<file path="src/rtl/pxu_pkg.sv">
// Package: shared types of the page translation unit.
// Assumes: included ahead of every pxu_* module.
package pxu_pkg;
    typedef enum logic {
        WK_IDLE = 1'b0,
        WK_WAIT = 1'b1
    } wk_state_e;
endpackage

</file>
<file path="src/rtl/pxu_tlb.sv">
// Module: pxu_tlb
// Fully associative translation cache with a combinational lookup.
// Fills go to slots in round-robin order. A flush clears all valid bits and
// wins over a fill in the same cycle.
// Assumes: the caller fills only page numbers that currently miss, so no
// page number is held twice.
module pxu_tlb #(
    parameter int VPN_W = 20,
    parameter int PFN_W = 20,
    parameter int DEPTH = 8
) (
    input  logic             clk,
    input  logic             rst_n,
    input  logic             flush,
    input  logic [VPN_W-1:0] look_vpn,
    output logic             look_hit,
    output logic [PFN_W-1:0] look_pfn,
    input  logic             fill_en,
    input  logic [VPN_W-1:0] fill_vpn,
    input  logic [PFN_W-1:0] fill_pfn
);
    localparam int IDX_W = (DEPTH > 1) ? $clog2(DEPTH) : 1;
    localparam logic [IDX_W-1:0] LAST_IDX = IDX_W'(DEPTH - 1);

    logic [DEPTH-1:0] ent_v;
    logic [DEPTH-1:0] match;
    logic [VPN_W-1:0] ent_vpn [DEPTH];
    logic [PFN_W-1:0] ent_pfn [DEPTH];
    logic [IDX_W-1:0] fill_ptr;

    // one tag comparator per slot
    for (genvar g = 0; g < DEPTH; g++) begin : g_cmp
        assign match[g] = ent_v[g] && (ent_vpn[g] == look_vpn);
    end

    // OR-combine the frame of the matching slot
    always_comb begin
        look_pfn = '0;
        for (int i = 0; i < DEPTH; i++) begin
            if (match[i]) look_pfn = look_pfn | ent_pfn[i];
        end
    end

    assign look_hit = |match;

    // valid bits and round-robin fill pointer
    always_ff @(posedge clk) begin
        if (!rst_n) begin
            ent_v    <= '0;
            fill_ptr <= '0;
        end else if (flush) begin
            ent_v <= '0;
        end else if (fill_en) begin
            ent_v[fill_ptr] <= 1'b1;
            fill_ptr        <= (fill_ptr == LAST_IDX) ? '0 : fill_ptr + 1'b1;
        end
    end

    // slot payload, written only on fill
    always_ff @(posedge clk) begin
        if (fill_en && !flush) begin
            ent_vpn[fill_ptr] <= fill_vpn;
            ent_pfn[fill_ptr] <= fill_pfn;
        end
    end


    tlb_single_match_chk: assert property (@(posedge clk) disable iff (!rst_n)
        $onehot0(match));


    tlb_flush_empty_chk: assert property (@(posedge clk) disable iff (!rst_n)
        flush |=> !look_hit);
endmodule

</file>
<file path="src/rtl/pxu_walker.sv">
// Module: pxu_walker
// Accepts requests and answers hits directly. On a miss it reads the table
// entry and forms the response, then decides whether to fill the cache.
// Assumes: the tlb_hit/tlb_pfn inputs reflect req_vaddr in the same cycle,
// and the memory acknowledges each read with a single-cycle mem_rd_ack.
module pxu_walker
    import pxu_pkg::*;
#(
    parameter int VA_W      = 32,
    parameter int PAGE_BITS = 12,
    parameter int PFN_W     = 20,
    parameter int PTE_W     = 32,
    parameter int AW        = 32
) (
    input  logic                          clk,
    input  logic                          rst_n,
    input  logic                          req_valid,
    output logic                          req_ready,
    input  logic [VA_W-1:0]               req_vaddr,
    input  logic [AW-1:0]                 base_addr,
    input  logic                          base_wr_en,
    input  logic                          tlb_hit,
    input  logic [PFN_W-1:0]              tlb_pfn,
    output logic                          fill_en,
    output logic [VA_W-PAGE_BITS-1:0]     fill_vpn,
    output logic [PFN_W-1:0]              fill_pfn,
    output logic                          mem_rd_req,
    output logic [AW-1:0]                 mem_rd_addr,
    input  logic                          mem_rd_ack,
    input  logic [PTE_W-1:0]              mem_rd_data,
    output logic                          rsp_valid,
    output logic [PFN_W+PAGE_BITS-1:0]    rsp_paddr,
    output logic                          rsp_fault
);
    localparam int VPN_W = VA_W - PAGE_BITS;

    wk_state_e            state;
    logic [VPN_W-1:0]     pend_vpn;
    logic [PAGE_BITS-1:0] pend_off;
    logic                 stale;
    logic                 accept;
    logic                 walk_done;
    logic                 pte_present;
    logic [PFN_W-1:0]     pte_pfn;

    assign req_ready   = (state == WK_IDLE);
    assign accept      = req_valid && req_ready;
    assign mem_rd_req  = (state == WK_WAIT);
    assign walk_done   = (state == WK_WAIT) && mem_rd_ack;
    assign pte_present = mem_rd_data[PTE_W-1];
    assign pte_pfn     = mem_rd_data[PFN_W-1:0];

    assign fill_en  = walk_done && pte_present && !stale && !base_wr_en;
    assign fill_vpn = pend_vpn;
    assign fill_pfn = pte_pfn;

    // sequencer: leave idle on a miss, return when the entry arrives
    always_ff @(posedge clk) begin
        if (!rst_n) begin
            state <= WK_IDLE;
        end else if (accept && !tlb_hit) begin
            state <= WK_WAIT;
        end else if (walk_done) begin
            state <= WK_IDLE;
        end
    end

    // capture request fields and the entry address at acceptance
    always_ff @(posedge clk) begin
        if (!rst_n) begin
            pend_vpn    <= '0;
            pend_off    <= '0;
            mem_rd_addr <= '0;
        end else if (accept) begin
            pend_vpn    <= req_vaddr[VA_W-1:PAGE_BITS];
            pend_off    <= req_vaddr[PAGE_BITS-1:0];
            mem_rd_addr <= base_addr + (AW'(req_vaddr[VA_W-1:PAGE_BITS]) << 2);
        end
    end

    // mark the pending walk stale when the base moves under it
    always_ff @(posedge clk) begin
        if (!rst_n) begin
            stale <= 1'b0;
        end else if (accept) begin
            stale <= 1'b0;
        end else if (base_wr_en && state == WK_WAIT) begin
            stale <= 1'b1;
        end
    end

    // response register for both hit and walk completions
    always_ff @(posedge clk) begin
        if (!rst_n) begin
            rsp_valid <= 1'b0;
            rsp_paddr <= '0;
            rsp_fault <= 1'b0;
        end else begin
            rsp_valid <= (accept && tlb_hit) || walk_done;
            rsp_fault <= walk_done && !pte_present;
            if (accept && tlb_hit) begin
                rsp_paddr <= {tlb_pfn, req_vaddr[PAGE_BITS-1:0]};
            end else if (walk_done) begin
                rsp_paddr <= pte_present ? {pte_pfn, pend_off} : '0;
            end
        end
    end


    hit_next_cycle_chk: assert property (@(posedge clk) disable iff (!rst_n)
        (accept && tlb_hit) |=> (rsp_valid && !rsp_fault));


    miss_blocks_chk: assert property (@(posedge clk) disable iff (!rst_n)
        (accept && !tlb_hit) |=> (!req_ready && mem_rd_req && !rsp_valid));


    read_hold_chk: assert property (@(posedge clk) disable iff (!rst_n)
        (mem_rd_req && !mem_rd_ack) |=> (mem_rd_req && $stable(mem_rd_addr)));
endmodule

</file>
<file path="src/rtl/page_xlate_unit.sv">
// Module: page_xlate_unit (top)
// Translates virtual to physical addresses. It uses a translation cache and,
// on a miss, walks a one-level page table in memory.
// Assumes: one request in flight at a time, and a memory port that returns
// each entry with a single-cycle acknowledge.
module page_xlate_unit #(
    parameter int VA_W      = 32,
    parameter int PAGE_BITS = 12,
    parameter int PFN_W     = 20,
    parameter int PTE_W     = 32,
    parameter int TLB_DEPTH = 8,
    parameter int AW        = 32
) (
    input  logic                       clk,
    input  logic                       rst_n,
    input  logic                       req_valid,
    output logic                       req_ready,
    input  logic [VA_W-1:0]            req_vaddr,
    output logic                       rsp_valid,
    output logic [PFN_W+PAGE_BITS-1:0] rsp_paddr,
    output logic                       rsp_fault,
    output logic                       mem_rd_req,
    output logic [AW-1:0]              mem_rd_addr,
    input  logic                       mem_rd_ack,
    input  logic [PTE_W-1:0]           mem_rd_data,
    input  logic                       base_wr_en,
    input  logic [AW-1:0]              base_wr_data
);
    localparam int VPN_W = VA_W - PAGE_BITS;

    logic [AW-1:0]    base_q;
    logic             tlb_hit;
    logic [PFN_W-1:0] tlb_pfn;
    logic             fill_en;
    logic [VPN_W-1:0] fill_vpn;
    logic [PFN_W-1:0] fill_pfn;

    // table base register
    always_ff @(posedge clk) begin
        if (!rst_n) begin
            base_q <= '0;
        end else if (base_wr_en) begin
            base_q <= base_wr_data;
        end
    end

    pxu_tlb #(
        .VPN_W (VPN_W),
        .PFN_W (PFN_W),
        .DEPTH (TLB_DEPTH)
    ) u_tlb (
        .clk      (clk),
        .rst_n    (rst_n),
        .flush    (base_wr_en),
        .look_vpn (req_vaddr[VA_W-1:PAGE_BITS]),
        .look_hit (tlb_hit),
        .look_pfn (tlb_pfn),
        .fill_en  (fill_en),
        .fill_vpn (fill_vpn),
        .fill_pfn (fill_pfn)
    );

    pxu_walker #(
        .VA_W      (VA_W),
        .PAGE_BITS (PAGE_BITS),
        .PFN_W     (PFN_W),
        .PTE_W     (PTE_W),
        .AW        (AW)
    ) u_walker (
        .clk         (clk),
        .rst_n       (rst_n),
        .req_valid   (req_valid),
        .req_ready   (req_ready),
        .req_vaddr   (req_vaddr),
        .base_addr   (base_q),
        .base_wr_en  (base_wr_en),
        .tlb_hit     (tlb_hit),
        .tlb_pfn     (tlb_pfn),
        .fill_en     (fill_en),
        .fill_vpn    (fill_vpn),
        .fill_pfn    (fill_pfn),
        .mem_rd_req  (mem_rd_req),
        .mem_rd_addr (mem_rd_addr),
        .mem_rd_ack  (mem_rd_ack),
        .mem_rd_data (mem_rd_data),
        .rsp_valid   (rsp_valid),
        .rsp_paddr   (rsp_paddr),
        .rsp_fault   (rsp_fault)
    );
endmodule

</file>
<file path="config.mk">
export PLATFORM = sky130hd
export DESIGN_NAME = page_xlate_unit
export DESIGN_NICKNAME = d
export VERILOG_FILES = /design/src/rtl/pxu_pkg.sv /design/src/rtl/pxu_tlb.sv /design/src/rtl/pxu_walker.sv /design/src/rtl/page_xlate_unit.sv
export SDC_FILE = /design/constraint.sdc
export NUM_CORES = 1
export LEC_CHECK = 0
export BUFFER_PORTS_ARGS = -buffer_cell sky130_fd_sc_hd__buf_2
export CORE_MARGIN = 2
export CORE_UTILIZATION = 55
export DETAILED_ROUTE_END_ITERATION = 8
export GPL_ROUTABILITY_DRIVEN = 0
export PLACE_DENSITY = 0.74
export SLEW_MARGIN = 30
export SYNTH_ARGS = -nofsm -noshare
export SYNTH_HDL_FRONTEND = slang
export SYNTH_SLANG_ARGS = --single-unit
</file>
<file path="constraint.sdc">
create_clock -name clk -period 18.3 [get_ports clk]
set_clock_uncertainty 0.15 [all_clocks]
set_input_delay 3.66 -clock clk [delete_from_list [all_inputs] [get_ports clk]]
set_output_delay 3.66 -clock clk [all_outputs]
set_load 0.02 [all_outputs]
</file>
==> results_dict.tcl <==
set metrics [dict create \
    worstPathArrival_ns 6.85 \
    ys.flop_type "edfxtp_1" \
    die_y_um 193 \
    start_util 0.555 \
    cts.sinks 463 \
    htreeDepth 2 \
    ctsHoldBuffers 0 \
    syn_to_final_growth_pct 13.8 \
    synth.distinct_cells 62 \
    coreArea_um2 35300 \
    drc 0 \
    place.port_buffers 157 \
    p_leak_nw 7.97 \
    syn_area_per_cell_um2 12.3 \
    power_density_nw_per_um2 99.5 \
    clk_pin_slew_ns 0.06 \
    finalSetupViolCount 0 \
    cts_tree "yes" \
    syn-num-nets 1717 \
    cp-end-kind "register" \
    wl_mm 51.8 \
    ys.warnings.count 0 \
    synth_cells 1593 \
    cts_setup_buffers 0 \
    pin_count 169 \
    grt_start_max_net_pins 97 \
    drtIter0Drc 1369 \
    numCtsBuffers 46 \
    antenna_found_initial 1 \
    dp_hpwl_mm 30.7 \
    fin_nets 1841 \
    ys_async_sr_fraction 0 \
    routedWlPerCell_um 23.4 \
    syn_area_um2 19600 \
    clk_latency_ns 0.56 \
    drv_slew 0 \
    num_rows 69 \
    synth_top_area_cell "edfxtp_1" \
    grt_usage 0.278 \
    cp.required_ns 18.55 \
    post_cts_resized 0 \
    cts-root-buf "clkbuf_16" \
    worst-setup-path-type "primary input to register" \
    synth_edf_count 320 \
    finalCritPeriodShare 0.361 \
    synth_top_area_frac 0.490 \
    cap_violations 0 \
    hold_viol_final 0 \
    clk_path_buf_depth 3 \
    die_w_um 193 \
    min_path_type "register to register" \
    peakVddDrop_uv 71.1 \
    synth_area_leaders "edfxtp_1 49%, dfxtp_1 15%, xnor2_1 5.9%" \
    grt_setup_unrepaired "false" \
    placedCellCount 2130 \
    status "finished, final reports clean" \
    worst_pin_slew_ns 0.874 \
    grt_pass1_vias 13400 \
    die_area_um2 37200 \
    slew_headroom 0.403 \
    final_core_util 0.632 \
    cp_max_fo 32 \
    synth_seq_area_share 0.636 \
    drive_gt1_frac 0.177 \
    hold_ws_ns 0.301 \
    synth-seq-cells 463 \
    vias 13800 \
    tns_ns 0 \
    period_needed_ns 6.60 \
    dr.pass1.iters 8 \
    ant_nets 0 \
    grt_pass1_wl_mm 77.6 \
    vias_per_cell 6.21 \
    fmax_mhz 151 \
    critPathLaunchType "primary input" \
    gr-total-overflow 0 \
    final_cells 2217 \
]
stage by stage:
stage / worst slack, ns / total power [mW] / area [µm²]
2_1_floorplan: 9.39 / 1.26 / 19600
3_5_place_dp: 11.23 / 1.32 / 20800
3_3_place_gp: 11.21 / 1.32 / 20800
4_1_cts: 11.80 / 2.23 / 22300
6_report: 11.70 / 2.22 / 22300
5_1_grt: 11.63 / 2.28 / 22300
critical path: stages:
cell,delay [ns]
buf_2,0.34
xor2_1,0.12
nor4_1,0.70
and3_1,0.26
buf_4,0.31
nand2_1,0.12
and4_4,0.36
a2111oi_0,0.85
a211oi_1,0.10
cell families (layout without fill, tap and decap cells):
family | Yosys count | after routing | share of synthesized area
AOI/OAI and AO/OA | 240 | 240 | 0.0880
xor gates and xnor gates | 170 | 170 | 0.0760
buffers and inverters | 120 | 282 | 0.0273
adders and majority gates | 23 | 23 | 0.0151
and+or+nand+nor | 544 | 544 | 0.141
muxes | 33 | 33 | 0.0169
other | 0 | 1 | 0
DFF | 463 | 463 | 0.636
power breakdown:
group / internal [mW] / total [mW] / switching [mW]
combinational: 0.0511 / 0.148 / 0.0964
sequential: 1.14 / 1.15 / 0.0171
clock: 0.528 / 0.919 / 0.391
cell usage after synthesis, types with 39 or more instances:
master / count
clkbuf_1: 75
nand4_1: 69
xor2_1: 39
edfxtp_1: 320
a211oi_1: 49
dfxtp_1: 143
a21oi_1: 94
and3_1: 50
nor2_1: 63
nand2_1: 113
xnor2_1: 131
nand3_1: 192
flip-flops by register name (all words and copies together), names as in the netlist:
register and cells:
u_walker.fill_vpn 20, u_tlb.ent_v 8, u_walker.mem_rd_req 1, u_tlb.ent_vpn 160, u_walker.mem_rd_addr 32, u_walker.rsp_paddr 32, u_walker.rsp_valid 1, u_tlb.fill_ptr 3
u_tlb.ent_pfn 160, base_q 32, u_walker.rsp_fault 1, u_walker.pend_off 12, u_walker.stale 1
routing by layer:
metal,track usage,routed length (µm),up-vias
met4,0.107,1630,0
met3,0.0389,3960,129
met2,0.474,25500,623
met5,0,0,-
met1,0.361,20700,6803
li1,-,-,6204
cell usage in the layout, fill, tap and decap left out, drive strengths merged, types with 7 or more instances in the layout:
cell type / n
edfxtp: 320
nand3: 192
buf: 188
dfxtp: 143
xnor2: 131
nand2: 113
a21oi: 95
nand4: 69
nor2: 63
clkbuf: 60
a211oi: 51
and3: 50
xor2: 39
mux2i: 33
ha: 22
o21ai: 22
a2111oi: 22
clkinv: 20
nor4: 17
nor3: 15
o21a: 12
inv: 10
or3: 8
a21o: 7
final cells by class:
| type | instances | area, µm² |
|---|---|---|
| fill | 2647 | 13000 |
| sequential | 463 | 12500 |
| multi-input combinational | 1010 | 6720 |
| clock buffer | 60 | 1250 |
| timing repair buffer | 188 | 1020 |
| tap | 461 | 577 |
| clock inverter | 26 | 225 |
| inverter | 8 | 32.5 |
| antenna | 1 | 2.50 |
path summary, 6_finish.rpt:
path / start / to / slack [ns] / cells past startpoint
max: req_vaddr[17] / u_walker.rsp_paddr[26]$_SDFFE_PN0P_ / 11.70 / 9
min: u_walker.mem_rd_addr[7]$_SDFFE_PN0P_ / u_walker.mem_rd_addr[7]$_SDFFE_PN0P_ / 0.30 / 2
max reg2reg: u_tlb.ent_vpn[3][5]$_DFFE_PP_ / u_walker.rsp_paddr[26]$_SDFFE_PN0P_ / 14.77 / 8
min reg2reg: u_walker.mem_rd_addr[7]$_SDFFE_PN0P_ / u_walker.mem_rd_addr[7]$_SDFFE_PN0P_ / 0.30 / 2
Note: power is estimated with default switching activity, not from simulation.
